File: src/rtl/pcb_pkg.sv
package pcb_pkg;

  typedef enum logic [1:0] {
    PWR_NORMAL = 2'b00,
    PWR_LOW    = 2'b01,
    PWR_HALT   = 2'b10,
    PWR_OFF    = 2'b11
  } pwr_e;

  typedef struct packed {
    logic oie;        // bit 1: overflow interrupt enable
    logic sel_cycles; // bit 0: 1 = cycles, 0 = retired instructions
  } cfg_t;

  localparam int CFG_W = $bits(cfg_t);

endpackage

File: src/rtl/pcb_event_gate.sv
module pcb_event_gate #(
  parameter int NUM_CTR = 4,
  parameter int INC_W   = 2
) (
  input  logic [1:0]                    pwr_state,
  input  logic                          freeze,
  input  logic [INC_W-1:0]              retire_cnt,
  input  logic [NUM_CTR-1:0]            sel_cycles,
  output logic [NUM_CTR-1:0][INC_W-1:0] inc
);
  import pcb_pkg::*;

  logic active;

  always_comb begin
    active = ((pwr_state == PWR_NORMAL) || (pwr_state == PWR_LOW)) && !freeze;
  end

  for (genvar i = 0; i < NUM_CTR; i++) begin : g_sel
    always_comb begin
      if (!active)            inc[i] = '0;
      else if (sel_cycles[i]) inc[i] = INC_W'(1);
      else                    inc[i] = retire_cnt;
    end
  end

endmodule

File: src/rtl/pcb_counter.sv
module pcb_counter #(
  parameter int CTR_W = 32,
  parameter int INC_W = 2
) (
  input  logic              clk,
  input  logic              rst_n,
  input  logic              cfg_we,
  input  logic              data_we,
  input  logic [CTR_W-1:0]  wdata,
  input  logic [INC_W-1:0]  inc,
  output pcb_pkg::cfg_t     cfg_q,
  output logic [CTR_W-1:0]  cnt_q,
  output logic              ovf_pulse
);
  import pcb_pkg::*;

  logic [CTR_W:0]   sum;
  logic [CTR_W-1:0] cnt_d;
  logic             cnt_en;
  cfg_t             cfg_d;

  always_comb begin
    sum       = {1'b0, cnt_q} + (CTR_W+1)'(inc);
    cnt_en    = data_we || (inc != '0);
    cnt_d     = data_we ? wdata : sum[CTR_W-1:0];
    ovf_pulse = !data_we && sum[CTR_W];
    cfg_d     = cfg_t'(wdata[CFG_W-1:0]);
  end

  always_ff @(posedge clk or negedge rst_n) begin
    if (!rst_n) begin
      cnt_q <= '0;
    end else if (cnt_en) begin
      cnt_q <= cnt_d;
    end
  end

  always_ff @(posedge clk or negedge rst_n) begin
    if (!rst_n) begin
      cfg_q <= '0;
    end else if (cfg_we) begin
      cfg_q <= cfg_d;
    end
  end


  sw_write_wins_chk: assert property (@(posedge clk) disable iff (!rst_n)
    data_we |=> (cnt_q == $past(wdata)));


  hold_when_idle_chk: assert property (@(posedge clk) disable iff (!rst_n)
    (!data_we && inc == '0) |=> $stable(cnt_q));


  wrap_on_carry_chk: assert property (@(posedge clk) disable iff (!rst_n)
    ovf_pulse |=> (cnt_q < CTR_W'(2**INC_W)));

endmodule

File: src/rtl/pcb_status.sv
module pcb_status #(
  parameter int NUM_CTR = 4
) (
  input  logic               clk,
  input  logic               rst_n,
  input  logic               stat_we,
  input  logic               frz_we,
  input  logic [NUM_CTR-1:0] stat_wdata,
  input  logic               frz_wdata,
  input  logic [NUM_CTR-1:0] ovf_pulse,
  input  logic [NUM_CTR-1:0] oie,
  output logic [NUM_CTR-1:0] ovf_q,
  output logic               freeze_q,
  output logic               irq
);

  logic [NUM_CTR-1:0] ovf_d;
  logic               freeze_d;
  logic               frz_set;
  logic               ovf_en;
  logic               frz_en;

  always_comb begin
    frz_set  = |(ovf_pulse & oie);
    ovf_en   = stat_we || (ovf_pulse != '0);
    frz_en   = frz_we || frz_set;
    ovf_d    = (stat_we ? stat_wdata : ovf_q) | ovf_pulse;
    freeze_d = (frz_we ? frz_wdata : freeze_q) | frz_set;
    irq      = |(ovf_q & oie);
  end

  always_ff @(posedge clk or negedge rst_n) begin
    if (!rst_n) begin
      ovf_q <= '0;
    end else if (ovf_en) begin
      ovf_q <= ovf_d;
    end
  end

  always_ff @(posedge clk or negedge rst_n) begin
    if (!rst_n) begin
      freeze_q <= 1'b0;
    end else if (frz_en) begin
      freeze_q <= freeze_d;
    end
  end


  sticky_status_chk: assert property (@(posedge clk) disable iff (!rst_n)
    !stat_we |=> ((ovf_q & $past(ovf_q)) == $past(ovf_q)));


  all_overflows_latch_chk: assert property (@(posedge clk) disable iff (!rst_n)
    (ovf_pulse != '0) |=> ((ovf_q & $past(ovf_pulse)) == $past(ovf_pulse)));


  freeze_on_enabled_ovf_chk: assert property (@(posedge clk) disable iff (!rst_n)
    (|(ovf_pulse & oie)) |=> freeze_q);


  freeze_sticky_chk: assert property (@(posedge clk) disable iff (!rst_n)
    (freeze_q && !frz_we) |=> freeze_q);

endmodule

File: src/rtl/perf_counter_bank.sv
module perf_counter_bank #(
  parameter int NUM_CTR   = 4,
  parameter int NUM_SLOTS = 8,
  parameter int CTR_W     = 32,
  parameter int DATA_W    = 32,
  parameter int ADDR_W    = 4,
  parameter int INC_W     = 2
) (
  input  logic              clk,
  input  logic              rst_n,
  input  logic [INC_W-1:0]  retire_cnt,
  input  logic [1:0]        pwr_state,
  input  logic              reg_wr,
  input  logic [ADDR_W-1:0] reg_addr,
  input  logic [DATA_W-1:0] reg_wdata,
  output logic [DATA_W-1:0] reg_rdata,
  output logic              irq
);
  import pcb_pkg::*;

  localparam int                CTR_BASE = 2**(ADDR_W-1);
  localparam logic [ADDR_W-1:0] A_FREEZE = ADDR_W'(0);
  localparam logic [ADDR_W-1:0] A_STATUS = ADDR_W'(1);
  localparam logic [DATA_W-1:0] IMPL_MASK = DATA_W'((64'd1 << NUM_CTR) - 64'd1);

  logic [1:0] rst_sync;
  logic       rst_n_s;

  always_ff @(posedge clk or negedge rst_n) begin
    if (!rst_n) rst_sync <= 2'b00;
    else        rst_sync <= {rst_sync[0], 1'b1};
  end
  assign rst_n_s = rst_sync[1];

  logic [NUM_CTR-1:0]            cfg_we;
  logic [NUM_CTR-1:0]            data_we;
  logic [NUM_CTR-1:0]            sel_cycles;
  logic [NUM_CTR-1:0]            oie;
  logic [NUM_CTR-1:0]            ovf_pulse;
  logic [NUM_CTR-1:0][INC_W-1:0] inc;
  logic [NUM_CTR-1:0][CTR_W-1:0] cnt;
  cfg_t [NUM_CTR-1:0]            cfg;
  logic [NUM_CTR-1:0]            ovf_q;
  logic                          freeze_q;
  logic                          stat_we;
  logic                          frz_we;
  logic [NUM_SLOTS-1:0]          slot_bits;

  always_comb begin
    stat_we = reg_wr && (reg_addr == A_STATUS);
    frz_we  = reg_wr && (reg_addr == A_FREEZE);
  end

  pcb_event_gate #(.NUM_CTR(NUM_CTR), .INC_W(INC_W)) u_gate (
    .pwr_state  (pwr_state),
    .freeze     (freeze_q),
    .retire_cnt (retire_cnt),
    .sel_cycles (sel_cycles),
    .inc        (inc)
  );

  for (genvar i = 0; i < NUM_CTR; i++) begin : g_ctr
    always_comb begin
      cfg_we[i]     = reg_wr && (reg_addr == ADDR_W'(CTR_BASE + 2*i));
      data_we[i]    = reg_wr && (reg_addr == ADDR_W'(CTR_BASE + 2*i + 1));
      sel_cycles[i] = cfg[i].sel_cycles;
      oie[i]        = cfg[i].oie;
    end

    pcb_counter #(.CTR_W(CTR_W), .INC_W(INC_W)) u_ctr (
      .clk       (clk),
      .rst_n     (rst_n_s),
      .cfg_we    (cfg_we[i]),
      .data_we   (data_we[i]),
      .wdata     (reg_wdata[CTR_W-1:0]),
      .inc       (inc[i]),
      .cfg_q     (cfg[i]),
      .cnt_q     (cnt[i]),
      .ovf_pulse (ovf_pulse[i])
    );
  end

  pcb_status #(.NUM_CTR(NUM_CTR)) u_status (
    .clk        (clk),
    .rst_n      (rst_n_s),
    .stat_we    (stat_we),
    .frz_we     (frz_we),
    .stat_wdata (reg_wdata[NUM_CTR-1:0]),
    .frz_wdata  (reg_wdata[0]),
    .ovf_pulse  (ovf_pulse),
    .oie        (oie),
    .ovf_q      (ovf_q),
    .freeze_q   (freeze_q),
    .irq        (irq)
  );

  always_comb begin
    slot_bits = NUM_SLOTS'(ovf_q);
    reg_rdata = '0;
    if (reg_addr == A_FREEZE) begin
      reg_rdata[0] = freeze_q;
    end else if (reg_addr == A_STATUS) begin
      reg_rdata[NUM_SLOTS-1:0] = slot_bits;
    end else begin
      for (int i = 0; i < NUM_CTR; i++) begin
        if (reg_addr == ADDR_W'(CTR_BASE + 2*i))
          reg_rdata = DATA_W'(cfg[i]);
        if (reg_addr == ADDR_W'(CTR_BASE + 2*i + 1))
          reg_rdata = DATA_W'(cnt[i]);
      end
    end
  end


  unimpl_slots_zero_chk: assert property (@(posedge clk) disable iff (!rst_n_s)
    (reg_addr == A_STATUS) |-> ((reg_rdata & ~IMPL_MASK) == '0));


  irq_follows_enabled_ovf_chk: assert property (@(posedge clk) disable iff (!rst_n_s)
    (|(ovf_pulse & oie) && !stat_we && !(|cfg_we)) |=> irq);


  frozen_counters_hold_chk: assert property (@(posedge clk) disable iff (!rst_n_s)
    (freeze_q && !(|data_we)) |=> $stable(cnt));

endmodule

File: config.mk
export PLATFORM = sky130hd
export DESIGN_NAME = perf_counter_bank
export DESIGN_NICKNAME = d
export VERILOG_FILES = /design/src/rtl/pcb_pkg.sv /design/src/rtl/pcb_event_gate.sv /design/src/rtl/pcb_counter.sv /design/src/rtl/pcb_status.sv /design/src/rtl/perf_counter_bank.sv
export SDC_FILE = /design/constraint.sdc
export NUM_CORES = 1
export LEC_CHECK = 0
export ABC_AREA = 1
export BUFFER_PORTS_ARGS = -buffer_cell sky130_fd_sc_hd__buf_2
export CAP_MARGIN = 20
export CORE_ASPECT_RATIO = 2
export CORE_MARGIN = 2
export CORE_UTILIZATION = 55
export DETAILED_ROUTE_END_ITERATION = 16
export PLACE_DENSITY = 0.79
export REMOVE_ABC_BUFFERS = 1
export SETUP_SLACK_MARGIN = 0.02
export SYNTH_ARGS = -nofsm -noshare
export SYNTH_HDL_FRONTEND = slang
export SYNTH_SLANG_ARGS = --single-unit
File: constraint.sdc
create_clock -name clk -period 5.1 [get_ports clk]
set_input_delay 0.255 -clock clk [delete_from_list [all_inputs] [get_ports clk]]
set_output_delay 0.255 -clock clk [all_outputs]
set_load 0.01 [all_outputs]
==> flow_metrics.py, run 1 <==
metrics = {
    "synth": {
        "ys_top_cells_by_count": "572 x nand2_1, 250 x nor2_1, 200 x inv_1",
        "yosysUniqueCellTypes": 42,
        "yosys.area.top_type_share_pct": 31.50,
        "ys_seq_area_share_pct": 31.50,
        "async_flop_share_pct": 100.0,
        "ys_warn_count": 0,
        "netlist_top_cells_area": "dfrtp_1 31%, nand2_1 19%, nor2_1 8.3%",
        "synth_edf_count": 0,
        "synth_flop_cell": "dfrtp_1",
        "synth.avg_cell_area_sq_um": 6.148,
        "synthCells": 1848,
        "synth.most_common_cell": "nand2_1",
        "yosys.area.top_type": "dfrtp_1",
        "syn_area_sq_um": 11360,
        "ys_ff_latch": 143,
    },
    "routing": {
        "drc": 0,
        "viasPerCell": 5.983,
        "wl_per_cell_microns": 21.18,
        "drtIter0Drc": 1328,
        "vias": 12983,
        "postRouteAntennaNets": 0,
        "drt-pass1-iter-count": 6,
        "wirelength_microns": 45950,
    },
    "floorplan": {
        "start_util_pct": 55.77,
        "fp.coreArea_sq_um": 20370,
        "io_pins": 76,
        "die_w_microns": 105.6,
        "die_area_sq_um": 21890,
        "row_count": 74,
        "die_h_microns": 207.3,
    },
    "clocking": {
        "clock_latency_ns": 0.46,
        "cts_resized": 0,
        "cts_tree": "done",
        "cts_inserted_buffers": 17,
        "cts_buffer_depth": 2,
        "clkTransAtPathRegs_ns": 0.07,
        "htreeDepth": 4,
        "cts_root_buf": "clkbuf_16",
        "clock-sinks": 143,
    },
    "placement": {
        "dp_cells": 2137,
        "io_buffers": 74,
        "dp_hpwl_microns": 35100,
        "place_congestion": 1.054,
    },
    "layout": {
        "fin_cells": 2170,
        "diodes": 0,
        "syn2layout_area_growth_pct": 9.846,
        "nets": 1946,
        "drive_above_1_share_pct": 7.773,
        "n_fill_cell": 2053,
    },
    "hold_path": {
        "min-delay-start": "reg_wdata[27]",
        "holdCritPathClass": "in -> reg",
    },
    "sta": {
        "finalMaxSlewViolations": 0,
        "rsz0062_at_grt": "false",
        "finalHoldViolCount": 0,
        "timing.fmax_mhz": 286.4,
        "tightest_slew_ns": 1.022,
        "setup_viol": 0,
        "period_minus_slack_ns": 3.492,
        "fin_crit_sh_pct": 68.46,
        "tns_ns": 0,
        "slew_headroom_pct": 31.89,
        "finalClockSkew_ns": 0.01149,
    },
    "outcome": {
        "status": "completed",
    },
    "power": {
        "cellLeakagePower_nw": 5.630,
        "powerDensity_nw_per_um2": 417.1,
        "ir_worst_vdd_uv": 277.5,
    },
    "critical_path": {
        "path_class": "reg -> reg",
        "slowest_delay_ns": 0.45,
        "endpoint_kind": "flop",
        "cp_data_required_time_ns": 5.45,
        "critPathMaxFanout": 8,
        "path_cells": "inv_2 -> nand2_2 -> nor2_1 -> inv_1 -> nor2_1 -> inv_1 -> fa_1 -> inv_1 -> nand3_1 -> nor2_1 -> inv_1 -> nor2_1 -> nand2_1 -> nand2_1 -> nand3_1 -> nand2_1 -> nand2_1",
        "crit_family": "simple AND/OR/NAND/NOR gates",
        "path_buf_inv": 5,
        "crit_start": "u_status.freeze_q",
        "r2r_start": "u_status.freeze_q",
        "cp-start-kind": "flop",
        "r2r_setup_slack_ns": 1.61,
        "arrival_ns": 3.84,
        "cp_slowest_cell": "fa_1",
    },
    "grt": {
        "grt_max_degree": 76,
        "track_usage_pct": 42.65,
        "antenna_found_initial": 0,
        "grt_pass1_wl_microns": 69790,
        "gr-total-overflow": 0,
        "grt_pass1_vias": 12577,
    },
    "run": {
        "cap_violations": 0,
    },
}
## cell usage in the layout, fill, tap and decap left out, types with 4 or more instances in the layout
cell type / n
nand2_1: 572
nor2_1: 250
inv_1: 200
nand3_1: 159
dfrtp_1: 142
o21ai_0: 123
a21oi_1: 90
buf_2: 74
o21ai_1: 42
nor3_1: 34
o22ai_1: 30
xor2_1: 25
nand4_1: 21
o211ai_1: 18
clkbuf_16: 17
inv_2: 11
nand3b_1: 11
ha_1: 8
nor2_4: 7
nand2_2: 6
a211oi_1: 6
xnor2_1: 4
fa_1: 4
bufinv_16: 4
clkinv_4: 4
buf_4: 4
## path summary, 6_finish.rpt
check                      cells after the start                  endpoint
hold / removal                                 3  g_ctr[2].u_ctr.cnt_q[27]
min in group asynchronous                      2               rst_sync[1]
max in group asynchronous                      1  g_ctr[0].u_ctr.cnt_q[26]
setup / recovery                              17  g_ctr[0].u_ctr.cnt_q[30]
hold reg to reg                                0               rst_sync[1]
setup reg to reg                              17  g_ctr[0].u_ctr.cnt_q[30]
## stage by stage
stage,hold WS (ns),cell area [sq um],power (mW),setup WS [ns],util (%)
final,0.06005,12480,5.205,1.608,61.27
after floorplan,-0.04059,11070,3.143,0.8207,-
after global routing,0.08358,12480,5.517,1.331,61.27
after CTS,0.04712,12480,5.152,1.749,61.27
after global placement,0.03963,11830,3.672,1.848,58.05
after detailed placement,0.04070,11830,3.732,1.770,58.05
## worst reg2reg max path: cells and delay by family (launching register included)
| family | cells | cell delay (ns) |
|---|---|---|
| flip-flops | 1 | 0.39 |
| adder cells (fa/ha/maj) | 1 | 0.45 |
| buffers and inverters | 5 | 0.66 |
| AND/OR/NAND/NOR | 11 | 1.89 |
## layout make-up
type | instances | area (sq um) | share of cell area, %
multi-input combinational | 1436 | 6685 | 53.57
sequential | 143 | 3582 | 28.70
inverter | 213 | 804.5 | 6.447
tap | 266 | 332.8 | 2.667
clock buffer | 18 | 439.2 | 3.519
clock inverter | 14 | 205.2 | 1.644
timing repair buffer | 80 | 430.4 | 3.449
## power by group
group          internal (mW)  leakage, nW  switching (mW)  total, mW
registers               1.56         1.83           0.601       2.16
clock network          0.841        0.313           0.575       1.42
logic                  0.574         3.48            1.05       1.63
## sequential cells by signal (all words and copies together) (netlist names)
name	flops
u_status.freeze_q	1
g_ctr.u_ctr.cfg_q	8
g_ctr.u_ctr.cnt_q	128
u_status.ovf_q	4
rst_sync	2
## cell families after synthesis
family	synth area share, %
AND/OR/NAND/NOR	39.31
AO/OA/AOI/OAI	15.68
buffers and inverters	9.659
flip-flops	31.50
XOR/XNOR	2.236
adder cells (fa/ha/maj)	1.586
other	0.03301
## routing by layer
metal / up-vias / global-route usage [%] / part of all wire, %
met1: 5982 / 45.18 / 33
met5: - / 0 / 0
li1: 6093 / - / -
met4: 0 / 36.16 / 11
met3: 228 / 7.378 / 7.3
met2: 680 / 72.17 / 49
## timing repair
item / in CTS / in global routing
hold buffers: 1 / 0
hold endpoints to repair: 2 / 0
setup buffers: 0 / 0
Note: power is estimated with default switching activity, not from simulation.
==> run 2, diff against run 1 <==
clock period = 3.6 ns   (was 5.1 ns; I/O delays follow)
==> run 2 against run 1 <==
Register-to-register slack worse by 1.3 ns. Clock skew is 0.0015 ns lower. Via count is 1.7% higher. Critical path depth is 2 lower. Sequential cell count stayed put. Setup slack worse by 1.3 ns. Routed wire length is 0.72% lower. Clock-buffer cell count is 3 higher. Largest power group unchanged.
==> flow_metrics.py, run 2 (same netlist as run 1, synthesis figures left out) <==
metrics = {
    "critical_path": {
        "worstReg2RegEnd": "g_ctr[2].u_ctr.cnt_q[14]",
        "critPathMaxFanout": 8,
        "path_cells": "inv_2 -> nand2_2 -> nor2_1 -> inv_1 -> nor2_1 -> inv_1 -> fa_1 -> inv_1 -> nand3_1 -> nor2_1 -> inv_1 -> nor2_1 -> xor2_1 -> o21ai_0 -> nand2_1",
        "slowest_delay_ns": 0.44,
        "ff2ff_path_depth": 15,
        "crit_start": "u_status.freeze_q",
        "path_class": "reg -> reg",
        "cp_data_required_time_ns": 3.94,
        "endpoint_kind": "flop",
        "arrival_ns": 3.59,
        "r2r_setup_slack_ns": 0.35,
        "crit_end": "g_ctr[2].u_ctr.cnt_q[14]",
        "cp-start-kind": "flop",
        "cp_slowest_cell": "fa_1",
        "r2r_start": "u_status.freeze_q",
    },
    "clocking": {
        "cts_buffer_depth": 2,
        "post-cts-setup-buffer-count": 0,
        "htreeDepth": 4,
        "clock-sinks": 143,
        "cts_root_buf": "clkbuf_16",
        "clkTransAtPathRegs_ns": 0.06,
        "cts_inserted_buffers": 17,
        "cts_tree": "done",
        "clock_latency_ns": 0.46,
    },
    "sta": {
        "rsz0062_at_grt": "false",
        "finalClockSkew_ns": 0.01000,
        "timing.fmax_mhz": 307.8,
        "period_minus_slack_ns": 3.249,
        "setup_viol": 0,
        "slew_headroom_pct": 33.21,
        "finalHoldViolCount": 0,
        "finalMaxSlewViolations": 0,
        "tightest_slew_ns": 0.9995,
        "fin_crit_sh_pct": 90.25,
        "whs_ns": 0.02135,
    },
    "power": {
        "power_mw": 7.322,
        "powerDensity_nw_per_um2": 583.9,
        "cellLeakagePower_nw": 5.663,
        "ir_worst_vdd_uv": 453.3,
    },
    "floorplan": {
        "io_pins": 76,
        "fp.coreArea_sq_um": 20370,
        "row_count": 74,
        "die_h_microns": 207.3,
        "die_w_microns": 105.6,
        "die_area_sq_um": 21890,
        "start_util_pct": 55.77,
    },
    "grt": {
        "use_met2_pct": 70.43,
        "top_usage_layer": "met2",
        "grt_max_degree": 119,
        "gr-usage-met3_pct": 7.473,
        "grtUsageMet1_pct": 44.72,
        "gr-total-overflow": 0,
        "grt_pass1_vias": 12742,
        "track_usage_pct": 42.33,
        "antenna_found_initial": 0,
        "grt_pass1_wl_microns": 69750,
    },
    "placement": {
        "dp_hpwl_microns": 34680,
        "dpl-instance-area_sq_um": 11890,
        "dp_cells": 2146,
        "place_congestion": 1.050,
        "io_buffers": 74,
    },
    "layout": {
        "syn2layout_area_growth_pct": 10.36,
        "nets": 1957,
        "fin_cells": 2180,
        "regMostFlops": "g_ctr.u_ctr.cnt_q",
        "mostFrequentLayoutCells": "572 x nand2_1, 250 x nor2_1, 200 x inv_1",
        "finish.instance_area_sq_um": 12540,
        "n_fill_cell": 2039,
        "postLayoutCoreUtil_pct": 61.55,
        "layout_commonest_cell": "nand2_1",
        "top_regs": "g_ctr.u_ctr.cnt_q: 128 flops, g_ctr.u_ctr.cfg_q: 8 flops, u_status.ovf_q: 4 flops",
        "multi_input_area_sq_um": 6685,
        "largest_register_ffs": 128,
        "diodes": 0,
        "drive_above_1_share_pct": 8.150,
        "final-seq-area_sq_um": 3582,
    },
    "routing": {
        "wirelength_microns": 45620,
        "viasPerCell": 6.059,
        "drc": 0,
        "postRouteAntennaNets": 0,
        "vias": 13208,
        "wl_per_cell_microns": 20.93,
        "drt-pass1-iter-count": 6,
        "drtIter0Drc": 1267,
    },
    "hold_path": {
        "hold_depth": 3,
        "holdCritPathClass": "in -> reg",
    },
    "outcome": {
        "status": "completed",
    },
    "run": {
        "cap_violations": 0,
    },
}
==> run 2: final cells by class <==
cell class / count / area share [%]
tap: 266 / 2.654
sequential: 143 / 28.57
clock inverter: 10 / 1.078
clock buffer: 21 / 3.832
timing repair buffer: 91 / 4.131
multi-input combinational: 1436 / 53.32
inverter: 213 / 6.417
==> run 2: report_power, final <==
part           switching, mW  internal [mW]
sequential             0.849           2.21
combinational           1.51          0.822
clock                  0.771           1.15
==> run 2: repair_timing <==
action	4_1_cts	5_1_grt
resized for setup	0	0
hold buffers	3	0
hold endpoints to repair	4	0
endpoints found under the setup margin	0	0
==> run 2: worst min-delay path by stage <==
stage                       from                      end  slack (ns)
floorplan                  rst_n              rst_sync[0]       -0.12
global placement           rst_n              rst_sync[0]       -0.04
detailed placement         rst_n              rst_sync[0]       -0.03
CTS                 reg_wdata[7]  g_ctr[2].u_ctr.cnt_q[7]        0.01
global route        reg_wdata[7]  g_ctr[2].u_ctr.cnt_q[7]        0.05
finish              reg_wdata[7]  g_ctr[2].u_ctr.cnt_q[7]        0.02
==> run 2: critical path, delay by kind of cell, from the launching register on <==
kind | cells | cell delay [ns]
buffers and inverters | 5 | 0.53
AOI/OAI and AO/OA | 1 | 0.15
and+or+nand+nor | 7 | 1.49
xor gates and xnor gates | 1 | 0.10
adders and majority gates | 1 | 0.44
DFF | 1 | 0.41
==> run 2: through the flow <==
| stage | setup slack [ns] | TNS [ns] |
|---|---|---|
| after floorplan | -0.6793 | -95.78 |
| after global placement | 0.5672 | 0 |
| after detailed placement | 0.4617 | 0 |
| after CTS | 0.4522 | 0 |
| after global routing | 0.1144 | 0 |
| final | 0.3509 | 0 |
==> run 2: routing by layer <==
layer / vias up / wire [microns]
met3: 239 / 3507
li1: 6127 / -
met2: 735 / 22110
met4: 0 / 4911
met5: - / 0
met1: 6107 / 15090
==> run 3, diff against run 2 <==
CAP_MARGIN = default   (was 20)
RECOVER_POWER = 25   (was default)
==> run 3 against run 2 <==
The flow now finishes with violations (capacitance limit, slew limit). Design area down 0.17%. Die area stayed put. Sequential power about the same. Register-to-register slack hardly changed. Hold slack hardly changed. Maximum frequency up 0.33%. Total power hardly changed. Setup slack gained 0.011 ns. Largest power group unchanged.
==> flow_metrics.py, run 3 (same netlist as run 1, synthesis figures left out) <==
metrics = {
    "grt": {
        "grt_pass1_wl_microns": 69750,
        "antenna_found_initial": 0,
        "grt_max_degree": 119,
        "track_usage_pct": 42.33,
        "grt_pass1_vias": 12742,
        "gr-total-overflow": 0,
    },
    "placement": {
        "place_congestion": 1.050,
        "dp_cells": 2146,
        "dp_hpwl_microns": 34680,
        "io_buffers": 74,
        "dpl_worst_slack_ns": 0.4617,
        "dpl-instance-area_sq_um": 11890,
    },
    "clocking": {
        "post-cts-setup-buffer-count": 0,
        "cts_resized": 0,
        "clock_latency_ns": 0.46,
        "cts_inserted_buffers": 17,
        "cts_buffer_depth": 2,
        "htreeDepth": 4,
        "cts_tree": "done",
        "clock-sinks": 143,
        "cts_root_buf": "clkbuf_16",
        "clkTransAtPathRegs_ns": 0.06,
        "cts_hold_buf": 3,
    },
    "power": {
        "comb_power_share_pct": 31.9,
        "ir_worst_vdd_uv": 452.5,
        "cellLeakagePower_nw": 5.655,
        "p_int_mw": 4.186,
        "switching_power_mw": 3.130,
        "sequentialPowerShare_pct": 41.9,
        "p_clk_share_pct": 26.3,
        "powerDensity_nw_per_um2": 584.5,
        "sw_frac_of_total_pct": 42.78,
        "power_mw": 7.316,
    },
    "layout": {
        "largest_register_ffs": 128,
        "top_regs": "g_ctr.u_ctr.cnt_q: 128 flops, g_ctr.u_ctr.cfg_q: 8 flops, u_status.ovf_q: 4 flops",
        "fin_cells": 2180,
        "n_fill_cell": 2041,
        "finish.instance_area_sq_um": 12520,
        "drive_above_1_share_pct": 7.889,
        "diodes": 0,
        "regMostFlops": "g_ctr.u_ctr.cnt_q",
        "postLayoutCoreUtil_pct": 61.45,
        "multi_input_area_sq_um": 6683,
        "layout_commonest_cell": "nand2_1",
        "nets": 1957,
        "mostFrequentLayoutCells": "573 x nand2_1, 250 x nor2_1, 201 x inv_1",
        "final-seq-area_sq_um": 3578,
        "syn2layout_area_growth_pct": 10.18,
    },
    "sta": {
        "whs_ns": 0.02162,
        "finalHoldViolCount": 0,
        "slew_headroom_pct": -17.91,
        "rsz0062_at_grt": "false",
        "timing.fmax_mhz": 308.8,
        "period_minus_slack_ns": 3.238,
        "tns_ns": 0,
        "finalClockSkew_ns": 0.009823,
        "tightest_slew_ns": 1.769,
        "fin_ws_ns": 0.3616,
        "setup_viol": 0,
        "finalMaxSlewViolations": 119,
        "fin_crit_sh_pct": 89.95,
    },
    "floorplan": {
        "die_h_microns": 207.3,
        "start_util_pct": 55.77,
        "io_pins": 76,
        "row_count": 74,
        "fp.coreArea_sq_um": 20370,
        "die_w_microns": 105.6,
        "die_area_sq_um": 21890,
    },
    "routing": {
        "drt-pass1-iter-count": 8,
        "wl_per_cell_microns": 20.92,
        "viasPerCell": 6.073,
        "drc": 0,
        "wirelength_microns": 45620,
        "postRouteAntennaNets": 0,
        "drtIter0Drc": 1244,
        "vias": 13240,
    },
    "run": {
        "cap_violations": 1,
    },
    "critical_path": {
        "cp_data_required_time_ns": 3.93,
        "arrival_ns": 3.57,
        "worstReg2RegEnd": "g_ctr[2].u_ctr.cnt_q[14]",
        "r2r_setup_slack_ns": 0.36,
        "endpoint_kind": "flop",
        "path_cells": "inv_2 -> nand2_2 -> nor2_1 -> inv_1 -> nor2_1 -> inv_1 -> fa_1 -> inv_1 -> nand3_1 -> nor2_1 -> inv_1 -> nor2_1 -> xor2_1 -> o21ai_0 -> nand2_1",
        "cp_slowest_cell": "fa_1",
        "ff2ff_path_depth": 15,
        "r2r_start": "u_status.freeze_q",
        "path_class": "reg -> reg",
        "slowest_delay_ns": 0.44,
        "critPathMaxFanout": 8,
        "cp-start-kind": "flop",
    },
    "hold_path": {
        "min-delay-start": "reg_wdata[7]",
        "holdCritPathClass": "in -> reg",
        "hold_depth": 3,
        "hold_path_end": "g_ctr[2].u_ctr.cnt_q[7]",
    },
    "outcome": {
        "status": "finished with violations",
        "violations": "capacitance limit, slew limit",
    },
}
[run 3: cell count changes in the layout (fill, tap and decap cells not counted), sizes merged]
cell | before | now
clkbuf | 21 | 24
buf | 88 | 85
[run 3: how the worst max path moves through the flow]
stage | startpoint | end | cells past startpoint
final | u_status.freeze_q | g_ctr[2].u_ctr.cnt_q[14] | 15
after detailed placement | u_status.freeze_q | g_ctr[2].u_ctr.cnt_q[14] | 15
after global routing | u_status.freeze_q | g_ctr[0].u_ctr.cnt_q[24] | 17
after floorplan | rst_sync[1] | g_ctr[0].u_ctr.cfg_q[0] | 0
after CTS | u_status.freeze_q | g_ctr[2].u_ctr.cnt_q[14] | 15
after global placement | u_status.freeze_q | g_ctr[2].u_ctr.cnt_q[30] | 17
[run 3: layout make-up]
| class | count | share of cell area (%) |
|---|---|---|
| flip-flops and latches | 143 | 28.59 |
| inverters | 213 | 6.427 |
| clock buffers | 21 | 3.838 |
| clock inverters | 10 | 1.080 |
| repair buffers | 91 | 4.018 |
| multi-input cells | 1436 | 53.39 |
| well taps | 266 | 2.659 |
[run 3: power groups by stage]
stage                     Clock [mW]  Sequential [mW]  Combinational, mW
after floorplan                    0             2.77               1.69
after global placement             0             3.01               2.19
after detailed placement           0             3.03               2.28
after CTS                       1.92             3.01               2.29
after global routing            1.99             3.12               2.65
final                           1.92             3.06               2.33
[run 3: layer usage]
metal  part of all wire (%)  global-route usage, %  up-vias
met5                      0                      0        -
met3                    8.1                  7.473      234
li1                       -                      -     6116
met4                     11                  38.34        0
met1                     33                  44.72     6117
met2                     49                  70.43      773
[run 3: worst max-delay path: cells and delay by family, from the launching register on]
kind / cells / cell delay (ns)
simple gates: 7 / 1.48
buf+inv: 5 / 0.53
xor+xnor: 1 / 0.10
flops: 1 / 0.41
compound gates: 1 / 0.15
fa+ha+maj: 1 / 0.44
